### src/rtl/edge_watch_pkg.sv
package edge_watch_pkg;
    localparam int WORD_W         = 32;
    localparam int REG_AW         = 5;
    localparam int LINES_PER_CTRL = 16;
    localparam int LINES_PER_MASK = 32;
    localparam int MASK_BASE      = 16;
    localparam int MAX_LINES      = 256;

    typedef enum logic [1:0] {
        EDGE_RISE = 2'b00,
        EDGE_FALL = 2'b01,
        EDGE_BOTH = 2'b10,
        EDGE_NONE = 2'b11
    } edge_mode_e;

    typedef enum logic {
        ST_PRIME = 1'b0,
        ST_RUN   = 1'b1
    } watch_state_e;
endpackage

### src/rtl/edge_watch_regs.sv
module edge_watch_regs
    import edge_watch_pkg::*;
#(
    parameter int NUM_LINES = 64
) (
    input  logic                   clk,
    input  logic                   rst_n,
    input  logic                   we,
    input  logic [REG_AW-1:0]      addr,
    input  logic [WORD_W-1:0]      wdata,
    output logic [WORD_W-1:0]      rdata,
    output logic [2*NUM_LINES-1:0] modes,
    output logic [NUM_LINES-1:0]   masks
);
    localparam int NCTRL = NUM_LINES / LINES_PER_CTRL;
    localparam int NMASK = (NUM_LINES + LINES_PER_MASK - 1) / LINES_PER_MASK;

    logic [WORD_W-1:0]       ctrl_q [NCTRL];
    logic [WORD_W-1:0]       mask_q [NMASK];
    logic [WORD_W*NMASK-1:0] mask_flat;

    for (genvar c = 0; c < NCTRL; c++) begin : g_ctrl
        always_ff @(posedge clk) begin
            if (!rst_n)
                ctrl_q[c] <= '0;
            else if (we && addr == REG_AW'(c))
                ctrl_q[c] <= wdata;
        end
        assign modes[WORD_W*c +: WORD_W] = ctrl_q[c];
    end

    for (genvar m = 0; m < NMASK; m++) begin : g_mask
        always_ff @(posedge clk) begin
            if (!rst_n)
                mask_q[m] <= '0;
            else if (we && addr == REG_AW'(MASK_BASE + m))
                mask_q[m] <= wdata;
        end
        assign mask_flat[WORD_W*m +: WORD_W] = mask_q[m];
    end

    assign masks = mask_flat[NUM_LINES-1:0];

    always_comb begin
        rdata = '0;
        for (int c = 0; c < NCTRL; c++)
            if (addr == REG_AW'(c))
                rdata = ctrl_q[c];
        for (int m = 0; m < NMASK; m++)
            if (addr == REG_AW'(MASK_BASE + m))
                rdata = mask_q[m];
    end

    logic hole_addr;
    assign hole_addr = ((int'(addr) >= NCTRL) && (int'(addr) < MASK_BASE))
                     || (int'(addr) >= MASK_BASE + NMASK);

    // a write to an empty slot leaves the whole configuration untouched
    a_r9_hole_write: assert property (@(posedge clk) disable iff (!rst_n)
        (we && hole_addr) |=> ($stable(modes) && $stable(mask_flat)));
endmodule

### src/rtl/edge_watch_hit.sv
module edge_watch_hit
    import edge_watch_pkg::*;
#(
    parameter int NUM_LINES = 64
) (
    input  logic [NUM_LINES-1:0]   prev,
    input  logic [NUM_LINES-1:0]   cur,
    input  logic [2*NUM_LINES-1:0] modes,
    input  logic [NUM_LINES-1:0]   masks,
    output logic [NUM_LINES-1:0]   hit
);
    for (genvar i = 0; i < NUM_LINES; i++) begin : g_line
        logic raw;
        always_comb begin
            unique case (edge_mode_e'(modes[2*i +: 2]))
                EDGE_RISE: raw = ~prev[i] &  cur[i];
                EDGE_FALL: raw =  prev[i] & ~cur[i];
                EDGE_BOTH: raw =  prev[i] ^  cur[i];
                EDGE_NONE: raw = 1'b0;
            endcase
        end
        assign hit[i] = raw & ~masks[i];
    end
endmodule

### src/rtl/edge_watch.sv
module edge_watch
    import edge_watch_pkg::*;
#(
    parameter int NUM_LINES = 64
) (
    input  logic                 clk,
    input  logic                 rst_n,
    input  logic [NUM_LINES-1:0] lines_in,
    input  logic                 reg_we,
    input  logic [4:0]           reg_addr,
    input  logic [31:0]          reg_wdata,
    output logic [31:0]          reg_rdata,
    output logic [NUM_LINES-1:0] evt_out,
    output logic                 evt_any
);
    watch_state_e           state_q, state_d;
    logic [NUM_LINES-1:0]   prev_q;
    logic [NUM_LINES-1:0]   hit;
    logic [2*NUM_LINES-1:0] modes;
    logic [NUM_LINES-1:0]   masks;

    edge_watch_regs #(.NUM_LINES(NUM_LINES)) u_regs (
        .clk   (clk),
        .rst_n (rst_n),
        .we    (reg_we),
        .addr  (reg_addr),
        .wdata (reg_wdata),
        .rdata (reg_rdata),
        .modes (modes),
        .masks (masks)
    );

    edge_watch_hit #(.NUM_LINES(NUM_LINES)) u_hit (
        .prev  (prev_q),
        .cur   (lines_in),
        .modes (modes),
        .masks (masks),
        .hit   (hit)
    );

    always_ff @(posedge clk) begin
        if (!rst_n)
            state_q <= ST_PRIME;
        else
            state_q <= state_d;
    end

    always_comb begin
        unique case (state_q)
            ST_PRIME: state_d = ST_RUN;
            ST_RUN:   state_d = ST_RUN;
        endcase
    end

    always_ff @(posedge clk) begin
        if (!rst_n)
            prev_q <= '0;
        else
            prev_q <= lines_in;
    end

    always_ff @(posedge clk) begin
        if (!rst_n) begin
            evt_out <= '0;
            evt_any <= 1'b0;
        end else begin
            unique case (state_q)
                ST_PRIME: begin
                    evt_out <= '0;
                    evt_any <= 1'b0;
                end
                ST_RUN: begin
                    evt_out <= hit;
                    evt_any <= |hit;
                end
            endcase
        end
    end

    // the priming cycle never reports an event
    a_r2_prime_quiet: assert property (@(posedge clk) disable iff (!rst_n)
        (state_q == ST_PRIME) |=> (evt_out == '0));

    // the summary flag follows the event bank
    a_r10_any_tracks: assert property (@(posedge clk) disable iff (!rst_n)
        evt_any == (evt_out != '0));

    for (genvar i = 0; i < NUM_LINES; i++) begin : g_chk
        // a steady line lets its event drop after one cycle
        a_r11_single_pulse: assert property (@(posedge clk) disable iff (!rst_n)
            (evt_out[i] && (lines_in[i] == prev_q[i])) |=> !evt_out[i]);
        // the reserved code keeps the line silent
        a_r6_reserved_mute: assert property (@(posedge clk) disable iff (!rst_n)
            (modes[2*i +: 2] == 2'b11) |=> !evt_out[i]);
        // a set mask bit keeps the line silent
        a_r8_mask_mute: assert property (@(posedge clk) disable iff (!rst_n)
            masks[i] |=> !evt_out[i]);
    end
endmodule

### config.mk
export PLATFORM = sky130hd
export DESIGN_NAME = edge_watch
export DESIGN_NICKNAME = d
export VERILOG_FILES = /design/src/rtl/edge_watch_pkg.sv /design/src/rtl/edge_watch_regs.sv /design/src/rtl/edge_watch_hit.sv /design/src/rtl/edge_watch.sv
export SDC_FILE = /design/constraint.sdc
export NUM_CORES = 1
export LEC_CHECK = 0
export BUFFER_PORTS_ARGS = -buffer_cell sky130_fd_sc_hd__buf_2
export CAP_MARGIN = 20
export CORE_MARGIN = 4
export CORE_UTILIZATION = 28
export DETAILED_ROUTE_END_ITERATION = 6
export GPL_ROUTABILITY_DRIVEN = 0
export PLACE_DENSITY_LB_ADDON = 0.1
export SLEW_MARGIN = 10
export SYNTH_ARGS = -nofsm -noshare
export SYNTH_HDL_FRONTEND = slang
export SYNTH_SLANG_ARGS = --single-unit
### constraint.sdc
create_clock -name clk -period 4.12 [get_ports clk]
set_input_delay 0.412 -clock clk [delete_from_list [all_inputs] [get_ports clk]]
set_output_delay 0.412 -clock clk [all_outputs]
set_load 0.05 [all_outputs]
==> flow_summary.toml <==
[sta]
drv_slew = 0
period_share = 0.761
skew_ns = 0.0106
hold_viol = 0
fin_setup_tns_ns = 0
period_needed_ns = 3.13
finalSetupViolCount = 0
fmax_mhz = 319
setup_slack_ns = 0.985
slew_headroom = 0.311
tightest_slew_ns = 1.03
rsz0062_at_grt = "false"

[placed_design]
placed_cell_area_sq_mm = 0.0187
dp_slack_ns = 0.978
io_buffers = 200
place_hpwl_um = 43800

[setup_path]
start_kind = "input pin"
path_class = "input pin to output port"
reg2reg_to = "evt_any"
worstRegToRegCells = 6
critical_path_required_ns = 3.71
r2r_start = "u_regs.ctrl_q[3][18]"
cp-startpoint = "reg_addr[4]"
r2r_slack_ns = 1.55
cp.arrival_ns = 2.72
cp_max_fo = 32
worst_setup_path_end_kind = "output port"

[cts]
ctsHoldBuffers = 0
cts-root-buf = "clkbuf_16"
cts_tree = "done"
htreeDepth = 2
cts_resized = 0
cts_setup_buffers = 0
numCtsBuffers = 42
clock_sinks = 322
cts.clk_slew.worst_paths_ns = 0.06
clkLatencyLatePin_ns = 0.56
clockBufferDepth = 3

[global_routing]
overflow = 0
grtUsageTotal = 0.192
grt_max_degree = 47
grt_pass1_wl_um = 85400
grt_pass1_vias = 12100
antenna_found_initial = 5

[final_layout]
final_cell_mix = "and2_1, edfxtp_1, inv_1, buf_2, dfxtp_1"
drive_above_1_share = 0.205
final_area_sq_mm = 0.0200
antenna_cells = 0
finalNetCount = 1985
final_common_cell = "and2_1"
synthToLayoutAreaGrowth_pct = 24.2

[route]
drtIter0Drc = 934
first_pass_iters = 5
vias = 12100
routed_wl_um = 60000
avgRoutedWirePerCell_um = 23.6
drc = 0
final_antenna_net_count = 0
routed_via_density = 4.75

[power_and_ir_drop]
pwr_density_cell_mw_per_mm2 = 413
peakVddDrop_uv = 240
power_leakage_nw = 8.40

[synthesis]
syn_area_per_cell_sq_um = 10.5
async_flop_share = 0
ys_types = 38
synth_top_cell_by_area = "edfxtp_1"
synthCells = 1535
seq_area_frac_synth = 0.518
syn_nets = 1767
ys_seq_elements = 322
ys_warn_count = 0
ys_top_cells_by_area = "edfxtp_1, dfxtp_1, and2_1"
synth_top_area_share = 0.357
dominantRegCellSynth = "edfxtp_1"
synth-edff-count = 192
syn_area_sq_mm = 0.0161

[hold_path]
hold_path_class = "input pin to register"
hold_path_end = "prev_q[51]"
hold_depth = 2
hold_start = "lines_in[51]"

[floorplan]
rows = 87
fp.dieArea_sq_mm = 0.0615
io_pins = 201
die_y_um = 248
initial_utilization = 0.285
core_sq_mm = 0.0567
die_w_um = 248

[outcome]
outcome = "complete, no violations"

[flow_run]
drv_cap = 0
worst max-delay path by stage:
stage	cells past startpoint	slack (ns)	endpoint
after global placement	10	1.00	reg_rdata[20]
after detailed placement	10	0.98	reg_rdata[20]
final	8	0.99	reg_rdata[16]
after floorplan	4	0.11	u_regs.ctrl_q[2][0]
after CTS	10	0.97	reg_rdata[20]
after global routing	10	0.83	reg_rdata[20]
worst max-delay path: stages:
cell	delay, ns
buf_2	0.16
nor4b_4	0.35
buf_4	0.51
a32oi_1	0.11
a211oi_1	0.58
o21ai_0	0.24
buf_4	0.20
buf_12	0.14
per-stage QoR:
step / cells / total power [mW] / hold WS, ns / util
2_1_floorplan: 1535 / 4.22 / 0.440 / -
3_3_place_gp: 2465 / 4.71 / 0.479 / 0.330
3_5_place_dp: 2465 / 4.73 / 0.475 / 0.330
4_1_cts: 2542 / 8.39 / 0.0530 / 0.353
5_1_grt: 2542 / 8.61 / 0.0651 / 0.353
6_report: 2542 / 8.28 / 0.0854 / 0.353
report_power, final:
part | internal [mW] | switching (mW)
clock network | 2.18 | 1.45
registers | 3.57 | 0.131
logic | 0.326 | 0.616
state kept, by name, indices dropped and copies added, names as in the netlist:
register	cells
u_regs.ctrl_q	128
evt_any	1
state_q	1
evt_out	64
prev_q	64
u_regs.mask_q	64
cells by family after synthesis:
logic type               synth area share
AO/OA/AOI/OAI                      0.0971
adder cells (fa/ha/maj)            0.0992
buffers and inverters              0.0597
flip-flops                          0.518
multiplexers                       0.0404
AND/OR/NAND/NOR                     0.185
layout make-up:
| class | instances | area (sq um) |
|---|---|---|
| Fill cell | 5790 | 36700 |
| Tap cell | 756 | 946 |
| Inverter | 186 | 698 |
| Clock buffer | 63 | 1190 |
| Timing Repair Buffer | 244 | 1810 |
| Clock inverter | 14 | 140 |
| Sequential cell | 322 | 8370 |
| Multi-Input combinational cell | 957 | 6900 |
per-layer routing:
layer	vias up	GRT usage	part of all wire
met5	-	0	0.00057
met2	336	0.322	0.47
met4	4	0.0419	0.021
li1	5697	-	-
met1	5958	0.260	0.45
met3	73	0.0367	0.058
synth_stat cells (2+ instances only):
master and n:
and2_1 258, edfxtp_1 192, inv_1 186, dfxtp_1 130
ha_1 128, nor2_1 98, o21ai_0 91, nand3_1 65
clkbuf_1 64, mux2_2 44, o211ai_1 43, nand2_1 41
a211oi_1 38, nand2b_1 34, a32oi_1 33, nand4_1 13
o211ai_2 11, mux2_1 9, nor2b_1 9, nor4_1 8
nor3_1 7, o21a_1 5, buf_1 4, mux2i_1 4
a21oi_1 3, or4_1 3, and3_1 2, buf_2 2
Power figures use the tool's default switching activity.
